==> src/rtl/tod_pkg.sv <==
package tod_pkg;
  localparam logic [2:0] ADR_HS   = 3'd0;
  localparam logic [2:0] ADR_MN   = 3'd1;
  localparam logic [2:0] ADR_HR   = 3'd2;
  localparam logic [2:0] ADR_A_HS = 3'd3;
  localparam logic [2:0] ADR_A_MN = 3'd4;
  localparam logic [2:0] ADR_A_HR = 3'd5;
  localparam logic [2:0] ADR_CTRL = 3'd6;

  typedef enum logic [2:0] {
    IV_OFF  = 3'd0,
    IV_HALF = 3'd1,
    IV_SEC  = 3'd2,
    IV_MIN  = 3'd3,
    IV_HOUR = 3'd4,
    IV_DAY  = 3'd5
  } iv_sel_e;
endpackage

==> src/rtl/tod_prescaler.sv <==
module tod_prescaler #(
  parameter int DIV = 1
) (
  input  logic clk,
  input  logic rst_n,
  input  logic tick_i,
  input  logic clr_i,
  output logic adv_o
);
  localparam int PW = (DIV > 1) ? $clog2(DIV) : 1;

  logic [PW-1:0] cnt_q, cnt_d;
  logic          last;

  always_comb begin
    last  = (cnt_q == PW'(DIV - 1));
    cnt_d = cnt_q;
    if (clr_i)       cnt_d = '0;
    else if (tick_i) cnt_d = last ? '0 : cnt_q + 1'b1;
    adv_o = tick_i & last & ~clr_i;
  end

  always_ff @(posedge clk or negedge rst_n) begin
    if (!rst_n) cnt_q <= '0;
    else        cnt_q <= cnt_d;
  end
endmodule

==> src/rtl/tod_digit.sv <==
module tod_digit #(
  parameter int MOD = 60,
  parameter int W   = 6,
  parameter int DW  = 8
) (
  input  logic          clk,
  input  logic          rst_n,
  input  logic          inc_i,
  input  logic          ld_i,
  input  logic [DW-1:0] ld_val_i,
  output logic [W-1:0]  cnt_o,
  output logic [W-1:0]  nxt_o,
  output logic          last_o
);
  logic [W-1:0] cnt_q, cnt_d;

  always_comb begin
    last_o = (cnt_q == W'(MOD - 1));
    cnt_d  = cnt_q;
    if (ld_i)       cnt_d = (ld_val_i < DW'(MOD)) ? ld_val_i[W-1:0] : '0;
    else if (inc_i) cnt_d = last_o ? '0 : cnt_q + 1'b1;
  end

  always_ff @(posedge clk or negedge rst_n) begin
    if (!rst_n) cnt_q <= '0;
    else        cnt_q <= cnt_d;
  end

  assign cnt_o = cnt_q;
  assign nxt_o = cnt_d;
endmodule

==> src/rtl/tod_regs.sv <==
module tod_regs
  import tod_pkg::*;
#(
  parameter int DW = 8,
  parameter int HS_PER_MIN = 120,
  parameter int MIN_PER_HOUR = 60,
  parameter int HR_PER_DAY = 24,
  parameter int HW = 7,
  parameter int MW = 6,
  parameter int RW = 5
) (
  input  logic          clk,
  input  logic          rst_n,
  input  logic          wr_en_i,
  input  logic [2:0]    wr_addr_i,
  input  logic [DW-1:0] wr_data_i,
  input  logic          rd_en_i,
  input  logic [2:0]    rd_addr_i,
  input  logic [HW-1:0] hs_i,
  input  logic [MW-1:0] mn_i,
  input  logic [RW-1:0] hr_i,
  output logic [HW-1:0] a_hs_o,
  output logic [MW-1:0] a_mn_o,
  output logic [RW-1:0] a_hr_o,
  output logic [2:0]    sel_o,
  output logic          alarm_en_o,
  output logic [DW-1:0] rd_data_o
);
  logic [HW-1:0] a_hs_q, a_hs_d;
  logic [MW-1:0] a_mn_q, a_mn_d;
  logic [RW-1:0] a_hr_q, a_hr_d;
  logic [3:0]    ctrl_q, ctrl_d;
  logic [MW-1:0] snap_mn_q, snap_mn_d;
  logic [RW-1:0] snap_hr_q, snap_hr_d;

  always_comb begin
    a_hs_d    = a_hs_q;
    a_mn_d    = a_mn_q;
    a_hr_d    = a_hr_q;
    ctrl_d    = ctrl_q;
    snap_mn_d = snap_mn_q;
    snap_hr_d = snap_hr_q;
    if (wr_en_i) begin
      case (wr_addr_i)
        ADR_A_HS: a_hs_d = (wr_data_i < DW'(HS_PER_MIN))   ? wr_data_i[HW-1:0] : '0;
        ADR_A_MN: a_mn_d = (wr_data_i < DW'(MIN_PER_HOUR)) ? wr_data_i[MW-1:0] : '0;
        ADR_A_HR: a_hr_d = (wr_data_i < DW'(HR_PER_DAY))   ? wr_data_i[RW-1:0] : '0;
        ADR_CTRL: ctrl_d = wr_data_i[3:0];
        default:  ;
      endcase
    end
    if (rd_en_i && rd_addr_i == ADR_HS) begin
      snap_mn_d = mn_i;
      snap_hr_d = hr_i;
    end
  end

  always_ff @(posedge clk or negedge rst_n) begin
    if (!rst_n) begin
      a_hs_q    <= '0;
      a_mn_q    <= '0;
      a_hr_q    <= '0;
      ctrl_q    <= '0;
      snap_mn_q <= '0;
      snap_hr_q <= '0;
    end else begin
      a_hs_q    <= a_hs_d;
      a_mn_q    <= a_mn_d;
      a_hr_q    <= a_hr_d;
      ctrl_q    <= ctrl_d;
      snap_mn_q <= snap_mn_d;
      snap_hr_q <= snap_hr_d;
    end
  end

  always_comb begin
    case (rd_addr_i)
      ADR_HS:   rd_data_o = DW'(hs_i);
      ADR_MN:   rd_data_o = DW'(snap_mn_q);
      ADR_HR:   rd_data_o = DW'(snap_hr_q);
      ADR_A_HS: rd_data_o = DW'(a_hs_q);
      ADR_A_MN: rd_data_o = DW'(a_mn_q);
      ADR_A_HR: rd_data_o = DW'(a_hr_q);
      ADR_CTRL: rd_data_o = DW'(ctrl_q);
      default:  rd_data_o = '0;
    endcase
  end

  assign a_hs_o     = a_hs_q;
  assign a_mn_o     = a_mn_q;
  assign a_hr_o     = a_hr_q;
  assign sel_o      = ctrl_q[2:0];
  assign alarm_en_o = ctrl_q[3];
endmodule

==> src/rtl/tod_irq.sv <==
module tod_irq
  import tod_pkg::*;
#(
  parameter int HW = 7,
  parameter int MW = 6,
  parameter int RW = 5
) (
  input  logic          clk,
  input  logic          rst_n,
  input  logic          adv_i,
  input  logic [2:0]    sel_i,
  input  logic          alarm_en_i,
  input  logic          hs_last_i,
  input  logic          mn_last_i,
  input  logic          hr_last_i,
  input  logic [HW-1:0] hs_nxt_i,
  input  logic [MW-1:0] mn_nxt_i,
  input  logic [RW-1:0] hr_nxt_i,
  input  logic [HW-1:0] a_hs_i,
  input  logic [MW-1:0] a_mn_i,
  input  logic [RW-1:0] a_hr_i,
  output logic          irq_interval_o,
  output logic          irq_alarm_o
);
  logic iv_d, al_d, iv_q, al_q;
  logic wrap_min, wrap_hr, wrap_day;

  always_comb begin
    wrap_min = hs_last_i;
    wrap_hr  = wrap_min & mn_last_i;
    wrap_day = wrap_hr & hr_last_i;
    case (iv_sel_e'(sel_i))
      IV_HALF: iv_d = adv_i;
      IV_SEC:  iv_d = adv_i & ~hs_nxt_i[0];
      IV_MIN:  iv_d = adv_i & wrap_min;
      IV_HOUR: iv_d = adv_i & wrap_hr;
      IV_DAY:  iv_d = adv_i & wrap_day;
      default: iv_d = 1'b0;
    endcase
    al_d = adv_i & alarm_en_i & (hs_nxt_i == a_hs_i) &
           (mn_nxt_i == a_mn_i) & (hr_nxt_i == a_hr_i);
  end

  always_ff @(posedge clk or negedge rst_n) begin
    if (!rst_n) begin
      iv_q <= 1'b0;
      al_q <= 1'b0;
    end else begin
      iv_q <= iv_d;
      al_q <= al_d;
    end
  end

  assign irq_interval_o = iv_q;
  assign irq_alarm_o    = al_q;
endmodule

==> src/rtl/tod_alarm_counter.sv <==
module tod_alarm_counter
  import tod_pkg::*;
#(
  parameter int DW = 8,
  parameter int HS_PER_MIN = 120,
  parameter int MIN_PER_HOUR = 60,
  parameter int HR_PER_DAY = 24,
  parameter int PRE_DIV = 1
) (
  input  logic          clk,
  input  logic          rst_n,
  input  logic          tick_i,
  input  logic          wr_en_i,
  input  logic [2:0]    wr_addr_i,
  input  logic [DW-1:0] wr_data_i,
  input  logic          rd_en_i,
  input  logic [2:0]    rd_addr_i,
  output logic [DW-1:0] rd_data_o,
  output logic          irq_interval_o,
  output logic          irq_alarm_o
);
  localparam int HW = $clog2(HS_PER_MIN);
  localparam int MW = $clog2(MIN_PER_HOUR);
  localparam int RW = $clog2(HR_PER_DAY);

  logic          ld_hs, ld_mn, ld_hr, wr_time_w, adv_w;
  logic [HW-1:0] hs_cnt, hs_nxt, a_hs;
  logic [MW-1:0] mn_cnt, mn_nxt, a_mn;
  logic [RW-1:0] hr_cnt, hr_nxt, a_hr;
  logic          hs_last, mn_last, hr_last;
  logic [2:0]    sel;
  logic          alarm_en;

  always_comb begin
    ld_hs     = wr_en_i && (wr_addr_i == ADR_HS);
    ld_mn     = wr_en_i && (wr_addr_i == ADR_MN);
    ld_hr     = wr_en_i && (wr_addr_i == ADR_HR);
    wr_time_w = ld_hs | ld_mn | ld_hr;
  end

  tod_prescaler #(.DIV(PRE_DIV)) u_pre (
    .clk(clk), .rst_n(rst_n), .tick_i(tick_i), .clr_i(wr_time_w), .adv_o(adv_w)
  );

  tod_digit #(.MOD(HS_PER_MIN), .W(HW), .DW(DW)) u_hs (
    .clk(clk), .rst_n(rst_n), .inc_i(adv_w), .ld_i(ld_hs), .ld_val_i(wr_data_i),
    .cnt_o(hs_cnt), .nxt_o(hs_nxt), .last_o(hs_last)
  );

  tod_digit #(.MOD(MIN_PER_HOUR), .W(MW), .DW(DW)) u_mn (
    .clk(clk), .rst_n(rst_n), .inc_i(adv_w & hs_last), .ld_i(ld_mn), .ld_val_i(wr_data_i),
    .cnt_o(mn_cnt), .nxt_o(mn_nxt), .last_o(mn_last)
  );

  tod_digit #(.MOD(HR_PER_DAY), .W(RW), .DW(DW)) u_hr (
    .clk(clk), .rst_n(rst_n), .inc_i(adv_w & hs_last & mn_last), .ld_i(ld_hr),
    .ld_val_i(wr_data_i), .cnt_o(hr_cnt), .nxt_o(hr_nxt), .last_o(hr_last)
  );

  tod_regs #(
    .DW(DW), .HS_PER_MIN(HS_PER_MIN), .MIN_PER_HOUR(MIN_PER_HOUR), .HR_PER_DAY(HR_PER_DAY),
    .HW(HW), .MW(MW), .RW(RW)
  ) u_regs (
    .clk(clk), .rst_n(rst_n), .wr_en_i(wr_en_i), .wr_addr_i(wr_addr_i), .wr_data_i(wr_data_i),
    .rd_en_i(rd_en_i), .rd_addr_i(rd_addr_i), .hs_i(hs_cnt), .mn_i(mn_cnt), .hr_i(hr_cnt),
    .a_hs_o(a_hs), .a_mn_o(a_mn), .a_hr_o(a_hr), .sel_o(sel), .alarm_en_o(alarm_en),
    .rd_data_o(rd_data_o)
  );

  tod_irq #(.HW(HW), .MW(MW), .RW(RW)) u_irq (
    .clk(clk), .rst_n(rst_n), .adv_i(adv_w), .sel_i(sel), .alarm_en_i(alarm_en),
    .hs_last_i(hs_last), .mn_last_i(mn_last), .hr_last_i(hr_last),
    .hs_nxt_i(hs_nxt), .mn_nxt_i(mn_nxt), .hr_nxt_i(hr_nxt),
    .a_hs_i(a_hs), .a_mn_i(a_mn), .a_hr_i(a_hr),
    .irq_interval_o(irq_interval_o), .irq_alarm_o(irq_alarm_o)
  );
endmodule

==> config.mk <==
export PLATFORM = sky130hd
export DESIGN_NAME = tod_alarm_counter
export DESIGN_NICKNAME = d
export VERILOG_FILES = /design/src/rtl/tod_pkg.sv /design/src/rtl/tod_prescaler.sv /design/src/rtl/tod_digit.sv /design/src/rtl/tod_regs.sv /design/src/rtl/tod_irq.sv /design/src/rtl/tod_alarm_counter.sv
export SDC_FILE = /design/constraint.sdc
export NUM_CORES = 1
export LEC_CHECK = 0
export BUFFER_PORTS_ARGS = -buffer_cell sky130_fd_sc_hd__buf_4
export CAP_MARGIN = 20
export CORE_MARGIN = 3
export CORE_UTILIZATION = 55
export DETAILED_ROUTE_END_ITERATION = 7
export PLACE_DENSITY = 0.77
export REMOVE_ABC_BUFFERS = 1
export SLEW_MARGIN = 40
export SYNTH_ARGS = -nofsm -noshare
export SYNTH_HDL_FRONTEND = slang
export SYNTH_SLANG_ARGS = --single-unit
export TNS_END_PERCENT = 5
==> constraint.sdc <==
create_clock -name clk -period 6.95 [get_ports clk]
set_input_delay 0 -clock clk [delete_from_list [all_inputs] [get_ports clk]]
set_output_delay 0 -clock clk [all_outputs]
set_load 0.01 [all_outputs]
== After elaboration in Yosys (flattened, before gate mapping) ==
Cells that the tools add are included.

* ROM bits: 0
* Bits in latches: 0
* Bits in writable memories: 0
* Output and inout port bits: 10
* Memories kept: 0
* Input port bits: 19
* Register bits: 54

* Bitwise operators: 18
* Divide/modulo/power cells: 0
* Add/sub/neg operators: 4
* Equality and inequality tests: 23
* Reductions and logical operators: 11
* Muxes and demuxes: 17
* $lt $le $gt $ge: 3
* $mul: 0
* Shifts and indexed selects: 0

{| class="wikitable"
|+ Operators by type and width
! cell !! number
|-
| case mux 7 bit (7 select lines) || 1
|-
| two-way mux 7 bit || 4
|-
| == test 3 bit (second input constant) || 8
|-
| two-way mux 6 bit || 4
|-
| two-way mux 5 bit || 4
|-
| == test 3 x 2 -> 1 bit (second input constant) || 6
|-
| AND 1 bit || 13
|-
| == test 3 x 1 -> 1 bit (second input constant) || 3
|-
| < comparator 8 x 5 -> 1 bit (second input constant) || 1
|-
| < comparator 8 x 6 -> 1 bit (second input constant) || 1
|-
| < comparator 8 x 7 -> 1 bit (second input constant) || 1
|-
| AND reduction 2 bit || 4
|-
| adder 7 x 1 -> 7 bit (second input constant) || 1
|-
| == test 7 bit || 1
|-
| == test 7 bit (second input constant) || 1
|-
| adder 6 x 1 -> 6 bit (second input constant) || 1
|-
| == test 6 bit || 1
|-
| == test 6 bit (second input constant) || 1
|-
| logical NOT 3 bit || 2
|-
| adder 5 x 1 -> 5 bit (second input constant) || 1
|-
| == test 5 bit || 1
|-
| == test 5 bit (second input constant) || 1
|-
| case mux 1 bit (5 select lines) || 1
|-
| logical AND 1 bit || 4
|-
| other kinds (5) || 10
|}

== Depth between registers and ports, before layout ==
* Depth in word-level cells: 12
* Mapped depth: 9
* Depth with buffers taken out: 8

== Modules after synthesis ==
A second synthesis with hierarchy kept.

* Cell total of the unflattened synthesis: 314
* Area total of the unflattened synthesis: 3283.1 µm²

{| class="wikitable"
|+ Modules (own cells, without submodules)
! module !! area each (µm²) !! instances !! cells an instance
|-
| tod_regs || 1816.7 || 1 || 171
|-
| tod_digit at u_hs || 411.6 || 1 || 43
|-
| tod_digit at u_mn || 372.9 || 1 || 33
|-
| tod_irq || 311.5 || 1 || 35
|-
| tod_digit at u_hr || 295.3 || 1 || 24
|-
| tod_alarm_counter || 61.3 || 1 || 7
|-
| tod_prescaler || 13.8 || 1 || 1
|}

== Worst setup path after synthesis ==
OpenSTA, ideal clock, no wires.

* Path type: flip-flop to flip-flop
* From: register u_mn.cnt_q[0] (netlist: u_mn.cnt_o[0])
* To: register u_irq.al_q (netlist: u_irq.irq_alarm_o)
* Slack: 4.714 ns
* Cell stages (with the launch flop): 9
* Arrival time: 2.140 ns
* Cell sequence: dfrtp_1 > ha_1 > and4b_1 > nand2_1 > a21o_1 > a311o_1 > a311oi_1 > nand4_1 > nor4_2

* Longest elaborated chain between the ends: 7
* Elaborated cells on any way between the ends: 12
* Classes of those cells: add/sub: 1; eq/ne: 3; mux: 5; bitwise: 3

{| class="wikitable"
|+ Ends and longest elaborated chain
! item !! line !! source
|-
| from (decl) || tod_digit.sv:15 || <nowiki>logic [W-1:0] cnt_q, cnt_d;</nowiki>
|-
| from (signal assigned) || tod_digit.sv:26 || <nowiki>else cnt_q <= cnt_d;</nowiki>
|-
| adder 6 x 1 -> 6 bit or == test 6 bit (tied branches) || tod_digit.sv:21, tod_digit.sv:18 ||
|-
| two-way mux 6 bit (2 in a row) || tod_digit.sv:21 || <nowiki>else if (inc_i) cnt_d = last_o ? '0 : cnt_q + 1'b1;</nowiki>
|-
| two-way mux 6 bit || tod_digit.sv:20 || <nowiki>if (ld_i) cnt_d = (ld_val_i < DW'(MOD)) ? ld_val_i[W-1:0] : '0;</nowiki>
|-
| == test 6 bit || tod_irq.sv:41 || <nowiki>(mn_nxt_i == a_mn_i) & (hr_nxt_i == a_hr_i);</nowiki>
|-
| AND 1 bit || tod_irq.sv:40 || <nowiki>al_d = adv_i & alarm_en_i & (hs_nxt_i == a_hs_i) &</nowiki>
|-
| AND 1 bit (*) || tod_irq.sv:41 ||
|-
| via u_irq.al_d || tod_irq.sv:25 || <nowiki>logic iv_d, al_d, iv_q, al_q;</nowiki>
|-
| to (signal assigned) || tod_irq.sv:50 || <nowiki>al_q <= al_d;</nowiki>
|-
| to (decl) || tod_irq.sv:25 ||
|}

The timed path passes the listed nets; every way through them passes the cells marked *.
A chain may end at the register's enable or synchronous reset.

== Worst setup path after layout ==
* From: register u_hs.cnt_q[0] (netlist: u_hs.cnt_o[0])
* To: register u_irq.al_q (netlist: u_irq.irq_alarm_o)

* Longest elaborated chain between the ends: 8
* Elaborated cells on any way between the ends: 17
* Classes of those cells: add/sub: 1; eq/ne: 4; mux: 7; bitwise: 5

{| class="wikitable"
|+ Ends and longest elaborated chain
! item !! line
|-
| from (decl) || tod_digit.sv:15
|-
| from (signal assigned) || tod_digit.sv:26
|-
| adder 7 x 1 -> 7 bit or == test 7 bit (tied branches) || tod_digit.sv:21, tod_digit.sv:18
|-
| two-way mux 7 bit (2 in a row) || tod_digit.sv:21
|-
| two-way mux 7 bit || tod_digit.sv:20
|-
| == test 7 bit || tod_irq.sv:40
|-
| AND 1 bit (2 in a row) || tod_irq.sv:40
|-
| AND 1 bit (*) || tod_irq.sv:41
|-
| via u_irq.al_d || tod_irq.sv:25
|}

Marked as above.

==> results.py <==
metrics = {
    "layout": {
        "syn_to_final_growth_pct": 10.5,
        "antenna_cells": 0,
        "nets": 439,
        "stdcell_count": 495,
        "multiInputGateArea_sq_um": 2170,
        "fillers": 566,
        "regArea_sq_um": 1330,
        "fin_util": 0.630,
        "drive_gt1_frac": 0.170,
    },
    "sta": {
        "finalCritPeriodShare": 0.401,
        "setup_viol": 0,
        "worst_pin_slew_ps": 698,
        "hold_violations": 0,
        "fin_hold_ws_ps": 19.0,
        "rsz0062_at_grt": "no",
        "tns_ps": 0,
        "fin_skew_ps": 9.75,
        "relSlewSlack": 0.531,
        "min_period_ps": 2780,
        "layout_setup_ws_ps": 4170,
        "drv_slew": 0,
        "max_freq_mhz": 359,
    },
    "floorplanning": {
        "rows": 29,
        "ios": 29,
        "die_h_um": 87.4,
        "die_area_sq_um": 7630,
        "fp.coreArea_sq_um": 6390,
        "die_w_um": 87.4,
        "start_util": 0.570,
    },
    "clock_tree": {
        "cts.sink_count": 53,
        "clkLatencyLatePin_ps": 320,
        "clk_pin_slew_ps": 100,
        "h-tree-depth": 2,
        "cts_max_path_buffers": 2,
        "cts_tree": "yes",
        "root_buffer": "clkbuf_8",
        "ctsResizeCount": 0,
        "numCtsBuffers": 5,
    },
    "run_status": {
        "outcome": "finished, final reports clean",
    },
    "synthesis": {
        "post_synth.cell_area_avg_sq_um": 9.15,
        "yosys.area.top_type": "dfrtp_1",
        "ys_types": 68,
        "dominantRegCellSynth": "dfrtp_1",
        "syn_inst": 398,
        "synth.top_cells.by_area": "dfrtp_1 36%, mux2_2 5.0%, o21ai_0 4.5%",
        "synth-seq-cells": 53,
        "synthArstFlopShare": 1.00,
        "yosysTopAreaCellShare": 0.364,
        "yosysSeqAreaShare": 0.364,
        "synth_edf_count": 0,
        "ys.warnings.count": 0,
        "synth_area_sq_um": 3640,
    },
    "power": {
        "seq_power_share": 0.470,
        "power.density_nw_per_um2": 242,
        "power_frac_comb": 0.307,
        "p_sw_mw": 0.348,
        "ir_drop_uv": 131,
        "power_leakage_nw": 1.60,
        "intPower_mw": 0.625,
        "switching_share": 0.358,
        "clkPwrFrac": 0.223,
    },
    "worst_setup_path": {
        "cp-end-kind": "flop",
        "worstSetupStartpointType": "flop",
        "path_max_fanout": 12,
        "critPathKind": "reg -> reg",
        "crit_arrival_ps": 3010,
        "cp_data_required_time_ps": 7170,
    },
    "worst_hold_path": {
        "min_path_type": "in -> reg",
    },
    "drt": {
        "vias_per_cell": 6.74,
        "drt_iter0_drc": 339,
        "routed_wl_um": 10400,
        "vias": 3335,
        "postRouteAntennaNets": 0,
        "post_drt_wl_per_cell_um": 21.0,
        "drc": 0,
        "dr.pass1.iters": 5,
    },
    "global_route": {
        "overflow": 0,
        "grtUsageTotal": 0.285,
        "antenna_found_initial": 0,
        "first_global_vias": 3043,
        "grt_pass1_wl_um": 16500,
        "grt_max_degree": 54,
    },
    "placed_design": {
        "dp_hpwl_um": 7840,
        "numPortBuffers": 27,
        "place_inst": 483,
        "routabilityCongestion": 1.01,
        "dp_slack_ps": 4220,
    },
    "flow_run": {
        "maxCapViolations": 0,
    },
}
[what timing repair did]
item | CTS | global route
endpoints found under the setup margin | 0 | 0
hold buffers | 4 | 0
buffers inserted | 0 | 0
endpoints found under the hold margin | 57 | 0
[cells in the final DEF, fill, tap and decap left out, types with 3 or more instances in the layout]
cell and count:
nor3_1 5, inv_1 10, buf_4 31, o31ai_1 3, o21ai_0 33, a31oi_1 11, clkbuf_8 5, xnor2_1 14
a22oi_1 3, mux2_2 16, mux4_2 5, dlygate4sd3_1 4, and3_1 5, dfrtp_1 53, a21boi_0 3, a221oi_1 5
and2_1 6, ha_1 3, mux2i_1 11, o211ai_1 3, nor2b_1 7, nor2_1 19, nand3b_1 8, or3_1 3
o32ai_1 3, a21oi_1 21, and4b_1 3, nand3_1 25, nand4_1 6, nand2_1 42
[final cells by class]
cell class                      count  share of cell area
Tap cell                           77              0.0240
Timing Repair Buffer               35              0.0678
Clock buffer                        5              0.0171
Sequential cell                    53               0.330
Multi-Input combinational cell    312               0.541
Inverter                           10             0.00933
Clock inverter                      3              0.0115
[final timing paths]
path / start / end / slack, ps / depth (start not counted)
hold / removal: wr_data_i[5] / u_regs.a_mn_o[5]$_DFFE_PN0P_ / 20 / 3
setup / recovery: u_hs.cnt_o[0]$_DFF_PN0_ / u_irq.irq_alarm_o$_DFF_PN0_ / 4170 / 8
hold reg to reg: u_regs.snap_hr_q[4]$_DFFE_PN0P_ / u_regs.snap_hr_q[4]$_DFFE_PN0P_ / 520 / 1
max in group asynchronous: rst_n / u_regs.a_hr_o[0]$_DFFE_PN0P_ / 6240 / 2
min in group asynchronous: rst_n / u_regs.a_hs_o[2]$_DFFE_PN0P_ / 260 / 2
setup reg to reg: u_hs.cnt_o[0]$_DFF_PN0_ / u_irq.irq_alarm_o$_DFF_PN0_ / 4170 / 8
[logic make-up (layout without fill, tap and decap cells)]
| family | Yosys count | after routing | synth area share |
|---|---|---|---|
| AND/OR/NAND/NOR | 144 | 144 | 0.213 |
| AO/OA/AOI/OAI | 116 | 116 | 0.220 |
| flip-flops | 53 | 53 | 0.364 |
| buffers and inverters | 33 | 53 | 0.0416 |
| multiplexers | 32 | 32 | 0.111 |
| other | 1 | 1 | 0.00103 |
| adder cells (fa/ha/maj) | 3 | 3 | 0.0103 |
| XOR/XNOR | 16 | 16 | 0.0385 |
[sequential cells by signal (all words and copies together) (netlist names)]
| register | flops |
|---|---|
| u_regs.snap_hr_q | 5 |
| u_hr.cnt_o | 5 |
| u_irq.irq_alarm_o | 1 |
| u_hs.cnt_o | 7 |
| u_irq.irq_interval_o | 1 |
| u_regs.ctrl_q | 4 |
| u_regs.a_hs_o | 7 |
| u_regs.snap_mn_q | 6 |
| u_mn.cnt_o | 6 |
| u_regs.a_hr_o | 5 |
| u_regs.a_mn_o | 6 |
[power by group through the flow]
stage | Clock (mW) | Combinational, mW | Sequential (mW)
final | 0.217 | 0.298 | 0.457
after global routing | 0.233 | 0.329 | 0.465
after CTS | 0.220 | 0.296 | 0.453
after detailed placement | 0 | 0.293 | 0.459
after global placement | 0 | 0.288 | 0.457
after floorplan | 0 | 0.213 | 0.425
[layer usage]
| layer | GRT usage | up-vias | share of wire |
|---|---|---|---|
| li1 | - | 1540 | - |
| met4 | 0.0921 | 0 | 0.023 |
| met5 | 0 | - | 0 |
| met2 | 0.430 | 156 | 0.45 |
| met1 | 0.414 | 1617 | 0.44 |
| met3 | 0.0501 | 22 | 0.079 |
[Yosys cell counts (6+ instances only)]
cell and count:
nor2_1 19, a31oi_1 11, nand2_1 42, nand3_1 25, nand4_1 6, dfrtp_1 53
clkbuf_1 12, inv_1 10, buf_2 7, mux2i_1 11, o21ai_0 33, nor2b_1 7
xnor2_1 14, and2_1 6, nand3b_1 8, a21oi_1 21, mux2_2 16
[through the flow]
stage / power, mW / instance area (sq um)
global route: 1.03 / 4020
floorplan: 0.638 / 3530
CTS: 0.969 / 4020
finish: 0.973 / 4020
detailed placement: 0.752 / 3870
global placement: 0.745 / 3870
[critical path: stages (launching register included)]
cell,delay [ps]
dfrtp_1,450
ha_1,270
and2_1,220
o2111a_1,520
a2111oi_0,180
a311o_1,300
a311oi_1,330
nand4_1,180
nor4_2,240
No activity file was read; power rests on OpenSTA's default activity.
